File: src/rtl/i2c_mtx_pkg.sv
package i2c_mtx_pkg;

  localparam logic [7:0] CODE_IDLE   = 8'hF8;
  localparam logic [7:0] CODE_START  = 8'h08;
  localparam logic [7:0] CODE_RSTART = 8'h10;
  localparam logic [7:0] CODE_AACK   = 8'h18;
  localparam logic [7:0] CODE_ANACK  = 8'h20;
  localparam logic [7:0] CODE_DACK   = 8'h28;
  localparam logic [7:0] CODE_DNACK  = 8'h30;
  localparam logic [7:0] CODE_LOST   = 8'h38;

  // control register bit positions
  localparam int BIT_STA = 3;
  localparam int BIT_STO = 2;
  localparam int BIT_SI  = 1;

  typedef enum logic [2:0] {
    ST_IDLE, ST_START, ST_RSTART, ST_BIT, ST_STOP, ST_WAIT, ST_PARK
  } state_t;

  typedef enum logic [1:0] {CTX_ADDR, CTX_XFER, CTX_LOST} ctx_t;

  // strobes from control to datapath
  typedef struct packed {
    logic       loadShift;
    logic       shiftNext;
    logic       postEn;
    logic       clrSta;
    logic       clrSto;
    logic       setRx;
    logic [7:0] postCode;
  } strobe_t;

endpackage

File: src/rtl/i2c_mtx_dp.sv
module i2c_mtx_dp
  import i2c_mtx_pkg::*;
#(
  parameter int QUARTER = 4
) (
  input  logic       clk,
  input  logic       rstN,
  input  logic       wrEn,
  input  logic       wrSel,
  input  logic [7:0] wrVal,
  input  logic       sclIn,
  input  logic       sdaIn,
  input  strobe_t    stb,
  output logic       tick,
  output logic       staFlag,
  output logic       stoFlag,
  output logic       siFlag,
  output logic       rxMode,
  output logic       txMsb,
  output logic       addrRead,
  output logic       busBusy,
  output logic [7:0] statusCode
);

  localparam int CW = (QUARTER > 2) ? $clog2(QUARTER) : 1;
  localparam logic [CW-1:0] LAST = CW'(QUARTER - 1);

  logic [CW-1:0] divCnt;
  logic [7:0]    dataReg;
  logic [7:0]    shiftReg;
  logic [7:0]    codeReg;
  logic          sclQ;
  logic          sdaQ;
  logic          ctrlWr;

  assign tick       = (divCnt == LAST);
  assign ctrlWr     = wrEn && wrSel;
  assign txMsb      = shiftReg[7];
  assign addrRead   = dataReg[0];
  assign statusCode = siFlag ? codeReg : CODE_IDLE;

  // quarter-bit divider
  always_ff @(posedge clk) begin
    if (!rstN)     divCnt <= '0;
    else if (tick) divCnt <= '0;
    else           divCnt <= divCnt + 1'b1;
  end

  // data and shift registers
  always_ff @(posedge clk) begin
    if (!rstN) begin
      dataReg  <= '0;
      shiftReg <= '0;
    end else begin
      if (wrEn && !wrSel) dataReg <= wrVal;
      if (stb.loadShift)      shiftReg <= dataReg;
      else if (stb.shiftNext) shiftReg <= {shiftReg[6:0], 1'b0};
    end
  end

  // control bits, event flag and posted code
  always_ff @(posedge clk) begin
    if (!rstN) begin
      staFlag <= 1'b0;
      stoFlag <= 1'b0;
      siFlag  <= 1'b0;
      rxMode  <= 1'b0;
      codeReg <= CODE_IDLE;
    end else begin
      if (ctrlWr)          staFlag <= wrVal[BIT_STA];
      else if (stb.clrSta) staFlag <= 1'b0;
      if (ctrlWr)          stoFlag <= wrVal[BIT_STO];
      else if (stb.clrSto) stoFlag <= 1'b0;
      if (stb.postEn)                     siFlag <= 1'b1;
      else if (ctrlWr && !wrVal[BIT_SI])  siFlag <= 1'b0;
      if (stb.postEn) codeReg <= stb.postCode;
      if (stb.setRx)  rxMode  <= 1'b1;
    end
  end

  // bus busy monitor: START sets, STOP clears
  always_ff @(posedge clk) begin
    if (!rstN) begin
      sclQ    <= 1'b1;
      sdaQ    <= 1'b1;
      busBusy <= 1'b0;
    end else begin
      sclQ <= sclIn;
      sdaQ <= sdaIn;
      if (sclIn && sclQ && sdaQ && !sdaIn)      busBusy <= 1'b1;
      else if (sclIn && sclQ && !sdaQ && sdaIn) busBusy <= 1'b0;
    end
  end

endmodule

File: src/rtl/i2c_mtx_ctl.sv
module i2c_mtx_ctl
  import i2c_mtx_pkg::*;
(
  input  logic    clk,
  input  logic    rstN,
  input  logic    tick,
  input  logic    sclIn,
  input  logic    sdaIn,
  input  logic    staFlag,
  input  logic    stoFlag,
  input  logic    siFlag,
  input  logic    txMsb,
  input  logic    addrRead,
  input  logic    busBusy,
  output strobe_t stb,
  output logic    sclDriveLow,
  output logic    sdaDriveLow
);

  state_t     state, nState;
  ctx_t       ctx, nCtx;
  logic [1:0] q, nQ;
  logic [3:0] bitIdx, nBit;
  logic       sclLow, nScl, sdaLow, nSda;
  logic       isAddr, nAddr, ackOk, nAck;

  assign sclDriveLow = sclLow;
  assign sdaDriveLow = sdaLow;

  always_comb begin
    nState = state; nCtx = ctx; nQ = q; nBit = bitIdx;
    nScl = sclLow; nSda = sdaLow; nAddr = isAddr; nAck = ackOk;
    stb = '0;
    unique case (state)
      ST_IDLE: if (tick && staFlag && !busBusy && sclIn && sdaIn) begin
        nState = ST_START; nQ = 2'd0;
      end
      ST_START: if (tick) begin
        if (q == 2'd0) begin
          nSda = 1'b1; nQ = 2'd1;
        end else begin
          nScl = 1'b1; nState = ST_WAIT; nCtx = CTX_ADDR;
          stb.postEn = 1'b1; stb.postCode = CODE_START; stb.clrSta = 1'b1;
        end
      end
      ST_WAIT: if (!siFlag) begin
        unique case (ctx)
          CTX_ADDR: if (addrRead) begin
            stb.setRx = 1'b1; nState = ST_PARK;
          end else begin
            stb.loadShift = 1'b1; nAddr = 1'b1; nBit = '0; nQ = 2'd0; nState = ST_BIT;
          end
          CTX_XFER: if (stoFlag) begin
            nState = ST_STOP; nQ = 2'd0;
          end else if (staFlag) begin
            nState = ST_RSTART; nQ = 2'd0;
          end else begin
            stb.loadShift = 1'b1; nAddr = 1'b0; nBit = '0; nQ = 2'd0; nState = ST_BIT;
          end
          default: nState = ST_IDLE;
        endcase
      end
      ST_BIT: if (tick) begin
        unique case (q)
          2'd0: begin
            nSda = (bitIdx < 4'd8) && !txMsb; nQ = 2'd1;
          end
          2'd1: begin
            nScl = 1'b0; nQ = 2'd2;
          end
          2'd2: if (sclIn) begin
            if (bitIdx < 4'd8 && !sdaLow && !sdaIn) begin
              nScl = 1'b0; nSda = 1'b0; nState = ST_WAIT; nCtx = CTX_LOST;
              stb.postEn = 1'b1; stb.postCode = CODE_LOST;
            end else begin
              if (bitIdx == 4'd8) nAck = !sdaIn;
              nQ = 2'd3;
            end
          end
          default: begin
            nScl = 1'b1;
            if (bitIdx == 4'd8) begin
              nState = ST_WAIT; nCtx = CTX_XFER; stb.postEn = 1'b1;
              if (isAddr) stb.postCode = ackOk ? CODE_AACK : CODE_ANACK;
              else        stb.postCode = ackOk ? CODE_DACK : CODE_DNACK;
            end else begin
              stb.shiftNext = 1'b1; nBit = bitIdx + 4'd1; nQ = 2'd0;
            end
          end
        endcase
      end
      ST_RSTART: if (tick) begin
        unique case (q)
          2'd0: begin nSda = 1'b0; nQ = 2'd1; end
          2'd1: begin nScl = 1'b0; nQ = 2'd2; end
          2'd2: if (sclIn) begin nSda = 1'b1; nQ = 2'd3; end
          default: begin
            nScl = 1'b1; nState = ST_WAIT; nCtx = CTX_ADDR;
            stb.postEn = 1'b1; stb.postCode = CODE_RSTART; stb.clrSta = 1'b1;
          end
        endcase
      end
      ST_STOP: if (tick) begin
        unique case (q)
          2'd0: begin nSda = 1'b1; nQ = 2'd1; end
          2'd1: begin nScl = 1'b0; nQ = 2'd2; end
          default: if (sclIn) begin
            nSda = 1'b0; stb.clrSto = 1'b1; nState = ST_IDLE;
          end
        endcase
      end
      default: ;
    endcase
  end

  always_ff @(posedge clk) begin
    if (!rstN) begin
      state <= ST_IDLE; ctx <= CTX_ADDR; q <= '0; bitIdx <= '0;
      sclLow <= 1'b0; sdaLow <= 1'b0; isAddr <= 1'b0; ackOk <= 1'b0;
    end else begin
      state <= nState; ctx <= nCtx; q <= nQ; bitIdx <= nBit;
      sclLow <= nScl; sdaLow <= nSda; isAddr <= nAddr; ackOk <= nAck;
    end
  end

endmodule

File: src/rtl/i2c_mtx.sv
module i2c_mtx
  import i2c_mtx_pkg::*;
#(
  parameter int QUARTER = 4
) (
  input  logic       clk,
  input  logic       rstN,
  input  logic       wrEn,
  input  logic       wrSel,
  input  logic [7:0] wrVal,
  input  logic       sclIn,
  input  logic       sdaIn,
  output logic [7:0] statusCode,
  output logic       siFlag,
  output logic       staFlag,
  output logic       stoFlag,
  output logic       rxMode,
  output logic       sclDriveLow,
  output logic       sdaDriveLow
);

  strobe_t stb;
  logic    tick, txMsb, addrRead, busBusy;

  i2c_mtx_dp #(.QUARTER(QUARTER)) u_dp (
    .clk(clk), .rstN(rstN), .wrEn(wrEn), .wrSel(wrSel), .wrVal(wrVal),
    .sclIn(sclIn), .sdaIn(sdaIn), .stb(stb), .tick(tick),
    .staFlag(staFlag), .stoFlag(stoFlag), .siFlag(siFlag), .rxMode(rxMode),
    .txMsb(txMsb), .addrRead(addrRead), .busBusy(busBusy), .statusCode(statusCode)
  );

  i2c_mtx_ctl u_ctl (
    .clk(clk), .rstN(rstN), .tick(tick), .sclIn(sclIn), .sdaIn(sdaIn),
    .staFlag(staFlag), .stoFlag(stoFlag), .siFlag(siFlag), .txMsb(txMsb),
    .addrRead(addrRead), .busBusy(busBusy), .stb(stb),
    .sclDriveLow(sclDriveLow), .sdaDriveLow(sdaDriveLow)
  );

endmodule

File: config.mk
export PLATFORM = sky130hd
export DESIGN_NAME = i2c_mtx
export DESIGN_NICKNAME = d
export VERILOG_FILES = /design/src/rtl/i2c_mtx_pkg.sv /design/src/rtl/i2c_mtx_dp.sv /design/src/rtl/i2c_mtx_ctl.sv /design/src/rtl/i2c_mtx.sv
export SDC_FILE = /design/constraint.sdc
export NUM_CORES = 1
export LEC_CHECK = 0
export BUFFER_PORTS_ARGS = -buffer_cell sky130_fd_sc_hd__buf_2
export CAP_MARGIN = 20
export CORE_ASPECT_RATIO = 0.8
export CORE_UTILIZATION = 39
export CTS_CLUSTER_SIZE = 24
export DETAILED_ROUTE_END_ITERATION = 8
export GPL_TIMING_DRIVEN = 0
export PLACE_DENSITY = 0.68
export SETUP_SLACK_MARGIN = 0.15
export SYNTH_ARGS = -nofsm -noshare
export SYNTH_HDL_FRONTEND = slang
export SYNTH_SLANG_ARGS = --single-unit
File: constraint.sdc
create_clock -name clk -period 2.42 [get_ports clk]
set_input_delay 0.726 -clock clk [delete_from_list [all_inputs] [get_ports clk]]
set_output_delay 0.726 -clock clk [all_outputs]
set_load 0.005 [all_outputs]
==> impl_summary.md, run 1 <==
Synthesis
Yosys printed 0 warnings. The top cell type by area accounts for 34.2% of the synthesized area. The largest area contributor in the synthesized netlist is sky130_fd_sc_hd__dfxtp_1. The commonest register cell after synthesis is sky130_fd_sc_hd__dfxtp_1. After synthesis the netlist holds a flip-flop and latch count of 44.

By area the synthesized netlist is led by sky130_fd_sc_hd__dfxtp_1, sky130_fd_sc_hd__mux2i_1, sky130_fd_sc_hd__a21oi_1. The average instance area after synthesis is 8.56 um^2. In the synthesized netlist the async set-or-reset flop fraction comes to 0%. The cell area after synthesis is around 2600 um^2. The instance count of the mapped netlist is approximately 300.

The number of synthesized flops with an enable pin is 0. Yosys mapped the design onto 65 distinct sky130hd cell types. The part of the Yosys area used for sequential elements is approximately a third.

Run status
The run finished with clean final reports.

Floorplan
The die is ~75 um tall. 28 I/O pins were placed. The width of the die is between 90 and 100 um. The core area is 6380 um^2. The floorplan step defined a die boundary enclosing between 6000 and 7000 um^2. The standard-cell row count is 26.

Once the floorplan was initialized, standard cells occupied 40.4% of the core.

Layout
From synthesis to final layout, the design area changed by 13.6%. The antenna diode count is 0. The layout cell share with drive strength beyond 1 is between 15 and 20%. Once layout is done, the placed cells without fillers occupy between 2000 and 3000 um^2. The final net count is about 360. The number of fill cells is 637.

Drt
The violation count after the first detailed-route iteration is just over 300. The number of nets with antenna violations after detailed routing is 0. The detailed router placed 2,410 vias in this run. The final layout contains routed wiring with a total length of ~6700 um. The post-detailed-route via-to-cell ratio is 5.77. After detailed routing, the number of remaining DRC violations is 0. The pre-antenna-repair detailed-routing pass consisted of 5 iterations. After detailed routing, the average wire length per cell comes to roughly 16 um.

Timing
The final period utilization is a little under 90%. The number of max-slew violations in the final report came to 0. Setup repair after global routing left no endpoint under its margin. The total negative slack for setup checks is 0 ns. The largest clock skew in the final design is between 0.01 and 0.015 ns.

The number of endpoints with negative hold slack in the final report is 0. The post-layout minimum cycle time is around 2.1 ns. Setup violations remaining at the end of the flow were counted as 0. At the pin with the least slew margin, the transition time is slightly below 0.6 ns.

Based on the critical path, the design can be clocked at up to between 400 and 500 MHz. The worst pin sits at a relative slew slack of roughly three fifths.

Clock tree
The clock net sink count is 44. TritonCTS built the clock tree. The count of hold buffers inserted by post-cts repair is 0. The number of setup buffers added after CTS is 0. The clock tree root driver cell is sky130_fd_sc_hd__clkbuf_8. Counting the buffers created by CTS gives 5. The number of cells upsized or downsized after cts is 0. After clock tree synthesis, the clock-pin slew on the worst setup and hold paths is around 0.1 ns. In this run the number of H-tree levels came out at 2. The clock passes through at most 2 buffers. The clock network latency to the later pin of the worst-skew pair is 0.31 ns.

Run
The max-cap check violation count is 0.

Place
The count of input and output buffers is 23. The total placed instance area is between 2000 and 3000 um^2. The final weighted congestion of routability-driven global placement is 0.941. The placed wire-length estimate is 4850 um.

Pwr
The worst-case IR drop observed on VDD is around 0.21 mV. The power per unit of standard cell area is 492 nW/um^2. Summed over all cells, the static leakage comes to 1.13 nW.

Global route
The number of global-route vias before repair is a little over 2,000. The sum of overflow across all layers after global routing is 0. The maximum number of pins on one net before global-route repair is 16.

The global-route total usage across every layer is approximately 21%. The first global-routing pass estimated roughly 11,000 um of wire. The number of antenna violations at the first check in global routing came to 0.

Worst setup path
For the worst setup path, the data required time is approximately 2.6 ns. The signal on the critical path passes through inv_1 -> ha_1 -> buf_2 -> nor4b_4 -> a22o_1 -> nand3_1 -> a311o_1. The critical path data arrival time is ~2.3 ns. Of all nets on the critical path, the largest fanout is 9. The critical path is of the flip-flop to flip-flop type.

The type of element capturing the critical path is a flip-flop. The delay of the slowest cell on the worst path is roughly 0.42 ns. For this design, the slowest cell found on the critical path is sky130_fd_sc_hd__a311o_1. The type of element launching the critical path is a flip-flop.

Worst hold path
The path class of the tightest hold or removal check is flip-flop to flip-flop.
==> area by class of cell <==
| type | count | area [um^2] | area share, % |
|---|---|---|---|
| Multi-Input combinational cell | 221 | 1540 | 52.5 |
| Sequential cell | 44 | 881 | 30.1 |
| Buffer | 26 | 131 | 4.49 |
| Timing Repair Buffer | 23 | 115 | 3.93 |
| Tap cell | 84 | 105 | 3.59 |
| Clock buffer | 5 | 68.8 | 2.35 |
| Clock inverter | 3 | 46.3 | 1.58 |
| Inverter | 12 | 45.0 | 1.54 |
==> critical path: cells and delay by family, from the launching register on <==
family / cells / cell delay (ns)
and+or+nand+nor: 2 / 0.57
AOI/OAI and AO/OA: 2 / 0.61
buffers and inverters: 2 / 0.30
DFF: 1 / 0.37
adders and majority gates: 1 / 0.14
==> synthesized netlist by cell type, drive strengths merged, types with 3 or more instances <==
cell and n:
buf 14, nand2b 12, o211ai 4, a211oi 3, ha 9, nor3 7
dfxtp 44, nor2b 5, nor2 19, nand2 19, nand3b 6, a311oi 3
nand3 14, clkbuf 12, a311o 3, o41ai 3, a31oi 4, o21ai 14
and3b 3, a21oi 27, mux2i 19, inv 11, or3 3
==> sequential cells by signal, summed over array words and instances, names as in the netlist <==
register and count:
u_ctl.isAddr 1, u_ctl.q 2, u_ctl.ackOk 1, u_ctl.bitIdx 4, u_dp.rxMode 1, u_ctl.state 3
u_dp.shiftReg 8, u_dp.staFlag 1, u_dp.dataReg 8, u_dp.sdaQ 1, u_dp.divCnt 2, u_ctl.sdaDriveLow 1
u_ctl.sclDriveLow 1, u_dp.stoFlag 1, u_dp.sclQ 1, u_dp.busBusy 1, u_dp.siFlag 1, u_dp.codeReg 4
u_ctl.ctx 2
==> cells in the final DEF (no fill, tap or decap), drive strengths merged, types with 3 or more instances in the layout <==
| master | instances |
|---|---|
| ha | 9 |
| and3b | 3 |
| inv | 12 |
| mux2i | 19 |
| a311o | 3 |
| nand2b | 12 |
| a31oi | 4 |
| nand3 | 14 |
| a211oi | 3 |
| nand2 | 19 |
| o41ai | 3 |
| o21ai | 14 |
| o211ai | 4 |
| dfxtp | 44 |
| clkbuf | 17 |
| nor3 | 7 |
| a21oi | 27 |
| nand3b | 6 |
| buf | 37 |
| conb | 3 |
| nor2 | 19 |
| nor2b | 5 |
| or3 | 3 |
| a311oi | 3 |
==> metrics by stage <==
step	hold slack (ns)	setup WS, ns	utilization (%)	std cells	power (mW)
global route	0.435	0.156	45.9	418	1.50
global placement	0.411	0.202	44.0	410	0.861
detailed placement	0.409	0.173	44.0	410	0.862
finish	0.421	0.311	45.9	418	1.44
CTS	0.422	0.252	45.8	418	1.45
floorplan	0.398	0.607	-	303	0.826
==> power breakdown <==
part	internal (mW)	total (mW)	leakage, nW	switching, mW
combinational	0.0392	0.0974	0.720	0.0582
clock	0.311	0.595	0.0548	0.283
sequential	0.739	0.749	0.357	0.00992
total	1.09	1.44	1.13	0.351
==> path summary, 6_finish.rpt <==
| kind | startpoint | to | slack, ns | cells past startpoint |
|---|---|---|---|---|
| worst max-delay path | u_ctl.q[0] | u_dp.codeReg[4] | 0.31 | 7 |
| worst min-delay path | u_dp.divCnt[0] | u_dp.divCnt[0] | 0.42 | 1 |
| worst max register to register | u_ctl.q[0] | u_dp.codeReg[4] | 0.31 | 7 |
| worst min register to register | u_dp.divCnt[0] | u_dp.divCnt[0] | 0.42 | 1 |
==> routing by layer <==
metal,share of wire [%],global-route usage (%)
met1,48,28.6
met2,43,31.2
met3,6.9,5.56
met4,1.6,7.35
met5,0,0
==> logic make-up after synthesis <==
kind of cell / after synthesis / synth area share (%)
AND/OR/NAND/NOR: 101 / 21.7
AO/OA/AOI/OAI: 88 / 24.9
flip-flops: 44 / 34.2
buffers and inverters: 38 / 6.84
multiplexers: 20 / 7.82
adder cells (fa/ha/maj): 9 / 4.37
other: 1 / 0.145
Power figures use the tool's default switching activity.
==> inputs of run 2 (changes only) <==
Settings changed: REMOVE_ABC_BUFFERS set to 1.
==> run 2 against run 1 <==
  * Wire length down 12%
  * Via count down 8.4%
  * Core utilization down 1.8 points
  * Power down 1.5%
  * Count of clock-buffer cells in the layout unchanged
  * Non-clock buffer count down 25
  * Global-route usage down 2.4 points
  * Worst setup slack worse by 0.028 ns
  * Clock power down 2%
  * Maximum frequency down 1.3%
  * First-iteration DRC count down 45%
  * Critical path type unchanged
  * Critical endpoint is now u_ctl.ctx[0]
  * Largest cell class unchanged
==> impl_summary.md, run 2 (synthesized netlist as in run 1, its figures left out) <==
Drt
The number of vias after detailed routing is 2,207 (was 2,410). The routed wire length per instance was 15.1 um (was 16.1 um). The number of nets with antenna violations after detailed routing is 0 (unchanged). The DRC violation count after routing is 0 (unchanged). The violation count after the first detailed-route iteration is 169 (was 306).

The post-detailed-route via-to-cell ratio is 5.62 (was 5.77). The post-detailed-routing wire length is 5950 um (was 6730 um). The detailed-routing iteration count for the pre-antenna-repair pass came to 4 (was 5).

Worst setup path
The required time reported for the critical path endpoint came to 2.65 ns (was 2.61 ns). The endpoint of the worst-slack reg-to-reg timing path is u_ctl.ctx[0] (was u_dp.codeReg[4]). The type of element capturing the critical path was a flip-flop (unchanged). The number of cell instances on the worst register-to-register path is 7 (unchanged). The type of element launching the critical path was a flip-flop (unchanged). The largest fanout on the critical path was 9 (unchanged). Worst-path cell chain: inv_1 -> ha_1 -> nor4b_4 -> a211oi_1 -> a211oi_2 -> nor3b_2 -> mux2i_1 (was inv_1 -> ha_1 -> buf_2 -> nor4b_4 -> a22o_1 -> nand3_1 -> a311o_1). The critical path data arrival time is 2.36 ns (was 2.30 ns). The delay of the slowest cell on the worst path is 0.37 ns (was 0.42 ns). The slack of the worst reg-to-reg path is 0.28 ns (was 0.31 ns). The critical-path cell with the highest stage delay is sky130_fd_sc_hd__ha_1 (was sky130_fd_sc_hd__a311o_1). The startpoint of the worst-slack reg-to-reg timing path is u_ctl.q[0] (unchanged).

The critical path class was flip-flop to flip-flop (unchanged).

Layout
The antenna diode count is 0 (unchanged). The register area is 885 um^2 (was 881 um^2). The most common library cell in the layout ignoring fill and taps was sky130_fd_sc_hd__dfxtp_1 (unchanged).

The final net count is 331 (was 356). The number of fill cells came to 667 (was 637). The layout cell share with drive strength beyond 1 is 16.2% (was 17.1%).

Biggest regs: u_dp.dataReg (8), u_dp.shiftReg (8) (unchanged). The area of the multi-input gates is 1540 um^2 (about the same). Leading cell types in the layout, fill and taps excluded: sky130_fd_sc_hd__dfxtp_1, sky130_fd_sc_hd__a21oi_1, sky130_fd_sc_hd__buf_2 (was sky130_fd_sc_hd__dfxtp_1, sky130_fd_sc_hd__buf_2, sky130_fd_sc_hd__a21oi_1). The area overhead of the layout relative to synthesis is 9.17% (was 13.6%).

Floorplan
The core area is 6380 um^2 (unchanged). The standard-cell row count was 26 (unchanged). The die height is 74.7 um (unchanged).

The area of the die was 6940 um^2 (unchanged). The initial core utilization is 40.4% (unchanged). The top-level I/O count was 28 (unchanged).

The width of the die is 92.9 um (unchanged).

Worst hold path
The startpoint of the worst hold path was u_dp.divCnt[0] (unchanged). The class of the tightest hold or removal check was flip-flop to flip-flop (unchanged). The cell count of the worst hold path came to 1 (unchanged). The hold-critical path endpoint is u_dp.divCnt[0] (unchanged).

Clock tree
The clock network latency to the later pin of the worst-skew pair came to 0.30 ns (was 0.31 ns). The count of hold buffers inserted by post-cts repair is 0 (unchanged). The number of buffers on the longest clock path is 2 (unchanged). The clock net sink count was 44 (unchanged).

The clock tree root driver cell is sky130_fd_sc_hd__clkbuf_8 (unchanged). The clock slew at the register clock pins of the worst setup and hold paths is 0.09 ns (was 0.10 ns). The clock tree from TritonCTS is yes (unchanged).

The total setup buffers inserted after CTS is 0 (unchanged). The total CTS buffers came to 5 (unchanged). The level count of the clock H-tree was 2 (unchanged).

Timing
The post-layout minimum cycle time was 2.14 ns (was 2.11 ns). The slew at the pin closest to its max-slew limit is 0.907 ns (was 0.596 ns). Unrepaired setup endpoints after global routing: false (unchanged).

The final hold slack is 0.430 ns (was 0.421 ns). The fmax was 468 MHz (was 474 MHz). The largest clock skew in the final design is 0.00810 ns (was 0.0113 ns). The final worst setup slack came to 0.283 ns (was 0.311 ns). The number of max-slew violations in the final report is 0 (unchanged). The number of endpoints with negative hold slack in the final report is 0 (unchanged). The number of setup violations in the final report is 0 (unchanged).

The final period utilization was 88.3% (was 87.1%). The tightest slew margin relative to the limit was 39.4% (was 60.2%).

Place
The final weighted congestion of routability-driven global placement was 0.883 (was 0.941). The placed wire-length estimate is 4100 um (was 4850 um). The count of input and output buffers came to 24 (was 23). The placement-stage worst setup slack was -0.334 ns (was 0.173 ns).

Pwr
The power share of the combinational group came to 6.2% (was 6.8%). The relative contribution of sequential cells to total power came to 52.8% (was 52.0%). The switching power as a share of total power is 23.5% (was 24.4%). The total chip power is 1.42 mW (was 1.44 mW). The internal power is 1.09 mW (about the same). The power spent charging and discharging nets was 0.334 mW (was 0.351 mW). The power per unit of standard cell area is 504 nW/um^2 (was 492 nW/um^2). The clock share of power is 41.0% (was 41.3%). The leakage component of the power is 1.05 nW (was 1.13 nW).

The worst ir drop on vdd is 0.269 mV (was 0.210 mV).

Run status
Outcome: finished clean (unchanged).

Global route
The global-route wire length before repair came to 9940 um (was 10,900 um). The number of global-route vias before repair came to 1,949 (was 2,056). The global-route total usage across every layer came to 18.3% (was 20.7%). The number of antenna violations at the first check in global routing is 0 (unchanged).

The maximum number of pins on one net before global-route repair was 27 (was 16). The sum of overflow across all layers after global routing is 0 (unchanged).

Run
The max-cap check violation count is 0 (unchanged).
[run 2: power groups by stage]
stage	Sequential, mW	Combinational [mW]	Clock, mW
2_1_floorplan	0.763	0.0506	0
3_3_place_gp	0.766	0.0833	0
3_5_place_dp	0.766	0.0859	0
4_1_cts	0.749	0.0865	0.598
5_1_grt	0.751	0.100	0.627
6_report	0.749	0.0875	0.582
[run 2: final cells by class]
| cell class | count | share of cell area, % |
|---|---|---|
| Timing Repair Buffer | 24 | 4.27 |
| Tap cell | 84 | 3.73 |
| Clock buffer | 5 | 2.45 |
| Multi-Input combinational cell | 221 | 54.8 |
| Sequential cell | 44 | 31.4 |
| Inverter | 12 | 1.65 |
| Clock inverter | 3 | 1.69 |
[run 2: how the worst max path moves through the flow]
stage                               from              to  slack, ns  depth (start not counted)
after floorplan           u_ctl.state[1]    u_ctl.isAddr       0.46                          5
after global placement              rstN  u_ctl.state[2]      -0.29                          4
after detailed placement            rstN  u_ctl.state[2]      -0.33                          4
after CTS                 u_ctl.state[1]    u_ctl.isAddr       0.23                          5
after global routing          u_ctl.q[0]    u_ctl.ctx[0]       0.15                          7
final                         u_ctl.q[0]    u_ctl.ctx[0]       0.28                          7
[run 2: per-layer routing]
layer  part of all wire (%)  routed length [um]  GRT usage [%]  vias to the layer above
met5                      0                   0              0                        -
met4                   0.77                  46           4.27                        0
met3                    6.4                 381           4.75                        4
met2                     40                2370           26.1                       67
met1                     53                3150           27.3                     1026
li1                       -                   -              -                     1110
[run 2: repair_timing]
| item | CTS | global route |
|---|---|---|
| setup endpoints to repair | 13 | 13 |
| pin swaps | 0 | 0 |
| gates resized for setup | 4 | 3 |
[run 2: metrics by stage]
stage               cells  util (%)  setup TNS [ns]  cell area, um^2
finish                393      44.1               0             2810
global route          393      44.1               0             2810
CTS                   393      43.9               0             2800
detailed placement    385      42.0           -1.15             2680
global placement      385      42.0          -0.757             2680
floorplan             277         -               0             2450
[run 2: critical path: cells and delay by family (launching register included)]
family,cells,cell delay [ns]
AOI/OAI and AO/OA,2,0.34
buffers and inverters,1,0.10
adders and majority gates,1,0.37
and+or+nand+nor,2,0.65
DFF,1,0.36
muxes,1,0.24
==> inputs of run 3 (changes only) <==
Settings changed: CORE_UTILIZATION 39 to 58, PLACE_DENSITY 0.68 to 0.9.
==> run 3 against run 2 <==
  * Critical path depth down 1
  * Register-to-register slack about the same
  * Combinational power grew 0.7%
  * Clock power increased by 3.8%
  * Core utilization is 22 points higher
  * Critical path type unchanged
==> impl_summary.md, run 3 (synthesized netlist as in run 1, its figures left out) <==
Worst setup path
The worst setup path startpoint is u_ctl.q[0] (unchanged). Worst-path cell chain: inv_1 -> ha_1 -> or3b_1 -> o21ai_0 -> nand2b_1 -> a311o_1 (was inv_1 -> ha_1 -> nor4b_4 -> a211oi_1 -> a211oi_2 -> nor3b_2 -> mux2i_1). The critical path data arrival time is 2.34 ns (was 2.36 ns). The number of cell instances on the worst register-to-register path is 6 (was 7). The startpoint of the worst-slack reg-to-reg timing path is u_ctl.q[0] (unchanged).

The critical-path cell with the highest stage delay is sky130_fd_sc_hd__dfxtp_1 (was sky130_fd_sc_hd__ha_1). The endpoint of the worst-slack reg-to-reg timing path is u_dp.codeReg[3] (was u_ctl.ctx[0]). The slack of the worst reg-to-reg path is 0.27 ns (was 0.28 ns).

The timing endpoint of the critical path is u_dp.codeReg[3] (was u_ctl.ctx[0]). The required time reported for the critical path endpoint was 2.61 ns (was 2.65 ns). The type of element launching the critical path is a flip-flop (unchanged). The largest fanout on the critical path is 11 (was 9). The type of element capturing the critical path is a flip-flop (unchanged). The delay of the slowest cell on the worst path is 0.43 ns (was 0.37 ns).

The critical path class is flip-flop to flip-flop (unchanged).

Timing
The post-layout minimum cycle time was 2.15 ns (was 2.14 ns). The number of endpoints with negative hold slack in the final report is 0 (unchanged). The number of max-slew violations in the final report is 0 (unchanged).

The number of setup violations in the final report is 0 (unchanged). The fmax came to 466 MHz (was 468 MHz). Unrepaired setup endpoints after global routing: true (was false). The final worst setup slack is 0.272 ns (was 0.283 ns). The slew at the pin closest to its max-slew limit is 0.895 ns (was 0.907 ns). The final period utilization is 88.8% (was 88.3%). The total negative slack for setup checks is 0 ns (unchanged). The largest clock skew in the final design is 0.0137 ns (was 0.00810 ns). The tightest slew margin relative to the limit is 40.2% (was 39.4%).

Worst hold path
The cell count of the worst hold path is 1 (unchanged). The class of the tightest hold or removal check was flip-flop to flip-flop (unchanged).

Run status
Outcome: finished clean (unchanged).

Drt
The post-detailed-routing wire length is 5990 um (was 5950 um). The routed wire length per instance was 16.4 um (was 15.1 um). The violation count after the first detailed-route iteration was 264 (was 169). The number of nets with antenna violations after detailed routing is 0 (unchanged). The DRC violation count after routing is 0 (unchanged). The detailed-routing iteration count for the pre-antenna-repair pass is 5 (was 4). The post-detailed-route via-to-cell ratio was 6.51 (was 5.62). The number of vias after detailed routing is 2,384 (was 2,207).

Layout
The area overhead of the layout relative to synthesis is 8.16% (was 9.17%). The most common library cell in the layout ignoring fill and taps is sky130_fd_sc_hd__dfxtp_1 (unchanged). Leading cell types in the layout, fill and taps excluded: sky130_fd_sc_hd__dfxtp_1, sky130_fd_sc_hd__a21oi_1, sky130_fd_sc_hd__buf_2 (unchanged). The antenna diode count is 0 (unchanged).

The final design instance area without fill is 2790 um^2 (was 2810 um^2). The number of fill cells is 357 (was 667). The final net count was 331 (unchanged). Biggest regs: u_dp.dataReg (8), u_dp.shiftReg (8) (unchanged). The layout cell share with drive strength beyond 1 is 16.5% (was 16.2%).

Place
The count of input and output buffers is 24 (unchanged). The placement-stage worst setup slack is -0.260 ns (was -0.334 ns). The total placed instance area came to 2650 um^2 (was 2680 um^2). The placed wire-length estimate is 3990 um (was 4100 um).

The final weighted congestion of routability-driven global placement is 0.934 (was 0.883).

Floorplan
The standard-cell row count came to 21 (was 26). The core area is 4230 um^2 (was 6380 um^2). The initial core utilization is 60.9% (was 40.4%). The width of the die is 76.5 um (was 92.9 um). The area of the die is 4720 um^2 (was 6940 um^2). The die height was 61.6 um (was 74.7 um). The top-level I/O count is 28 (unchanged).

Clock tree
The clock tree root driver cell is sky130_fd_sc_hd__clkbuf_8 (unchanged). The clock slew at the register clock pins of the worst setup and hold paths is 0.09 ns (about the same). The count of hold buffers inserted by post-cts repair is 0 (unchanged).

The clock net sink count was 44 (unchanged). The number of buffers on the longest clock path is 2 (unchanged). The clock tree from TritonCTS is yes (unchanged). The total CTS buffers came to 5 (unchanged). The clock network latency to the later pin of the worst-skew pair came to 0.31 ns (was 0.30 ns).

The level count of the clock H-tree is 2 (unchanged).

Pwr
The power share of the combinational group is 6.1% (was 6.2%). The clock share of power is 41.9% (was 41.0%). The worst ir drop on vdd is 0.332 mV (was 0.269 mV). The power spent charging and discharging nets came to 0.329 mW (was 0.334 mW). The total chip power is 1.44 mW (was 1.42 mW). The switching power as a share of total power is 22.8% (was 23.5%).

The power per unit of standard cell area was 517 nW/um^2 (was 504 nW/um^2). The relative contribution of sequential cells to total power is 52.0% (was 52.8%). The internal power is 1.11 mW (was 1.09 mW). The leakage component of the power came to 1.06 nW (was 1.05 nW).

Global route
The sum of overflow across all layers after global routing was 0 (unchanged). The global-route wire length before repair is 9490 um (was 9940 um). The maximum number of pins on one net before global-route repair is 27 (unchanged). The number of global-route vias before repair is 2,003 (was 1,949). The number of antenna violations at the first check in global routing is 0 (unchanged).

The global-route total usage across every layer is 26.3% (was 18.3%).

Run
The max-cap check violation count is 0 (unchanged).
[run 3: cell types whose count changed in the layout (fill, tap and decap cells not counted)]
cell | previous run | this run
sky130_fd_sc_hd__clkbuf_8 | 5 | 6
sky130_fd_sc_hd__clkinv_4 | 2 | 1
sky130_fd_sc_hd__ha_1 | 8 | 7
sky130_fd_sc_hd__ha_2 | 1 | 2
[run 3: how the worst min path moves through the flow]
| stage | from | endpoint | slack (ns) |
|---|---|---|---|
| floorplan | u_dp.divCnt[0] | u_dp.divCnt[0] | 0.40 |
| global placement | u_dp.divCnt[0] | u_dp.divCnt[0] | 0.41 |
| detailed placement | u_dp.divCnt[0] | u_dp.divCnt[0] | 0.42 |
| CTS | u_dp.divCnt[0] | u_dp.divCnt[0] | 0.43 |
| global route | u_dp.divCnt[0] | u_dp.divCnt[0] | 0.46 |
| finish | u_dp.divCnt[0] | u_dp.divCnt[0] | 0.44 |
[run 3: repair_timing]
action / CTS / global route
endpoints found under the setup margin: 13 / 13
hold endpoints to repair: 0 / 0
gates cloned: 0 / 0
buffers inserted: 0 / 0
resized for setup: 4 / 4
[run 3: power by group through the flow]
stage	Sequential, mW	Clock (mW)	Combinational (mW)
finish	0.749	0.604	0.0881
global route	0.752	0.644	0.0978
CTS	0.749	0.609	0.0862
detailed placement	0.766	0	0.0861
global placement	0.765	0	0.0822
floorplan	0.763	0	0.0506
[run 3: stage by stage]
stage,hold WS (ns),util (%),cells
6_report,0.443,65.9,366
5_1_grt,0.463,65.9,366
4_1_cts,0.430,65.5,366
3_5_place_dp,0.415,62.5,358
3_3_place_gp,0.406,62.5,358
2_1_floorplan,0.398,-,277
[run 3: worst max-delay path: cells and delay by family (launching register included)]
family / cells / cell delay (ns)
DFF: 1 / 0.43
adders and majority gates: 1 / 0.36
buffers and inverters: 1 / 0.09
AOI/OAI and AO/OA: 2 / 0.51
and+or+nand+nor: 2 / 0.63
[run 3: routing by layer]
layer | routed length, um | vias up | share of wire, % | track usage (%)
li1 | - | 1108 | - | -
met1 | 2760 | 1111 | 46 | 35.1
met2 | 2580 | 143 | 43 | 40.8
met3 | 533 | 22 | 8.9 | 6.22
met4 | 114 | 0 | 1.9 | 12.9
met5 | 0 | - | 0 | 0
[run 3: final cells by class]
class / count / area (um^2) / area share, %
multi-input cells: 221 / 1540 / 55.4
repair buffers: 24 / 120 / 4.31
clock buffers: 6 / 82.6 / 2.96
well taps: 57 / 71.3 / 2.56
flip-flops and latches: 44 / 885 / 31.7
inverters: 12 / 46.3 / 1.66
clock inverters: 2 / 38.8 / 1.39
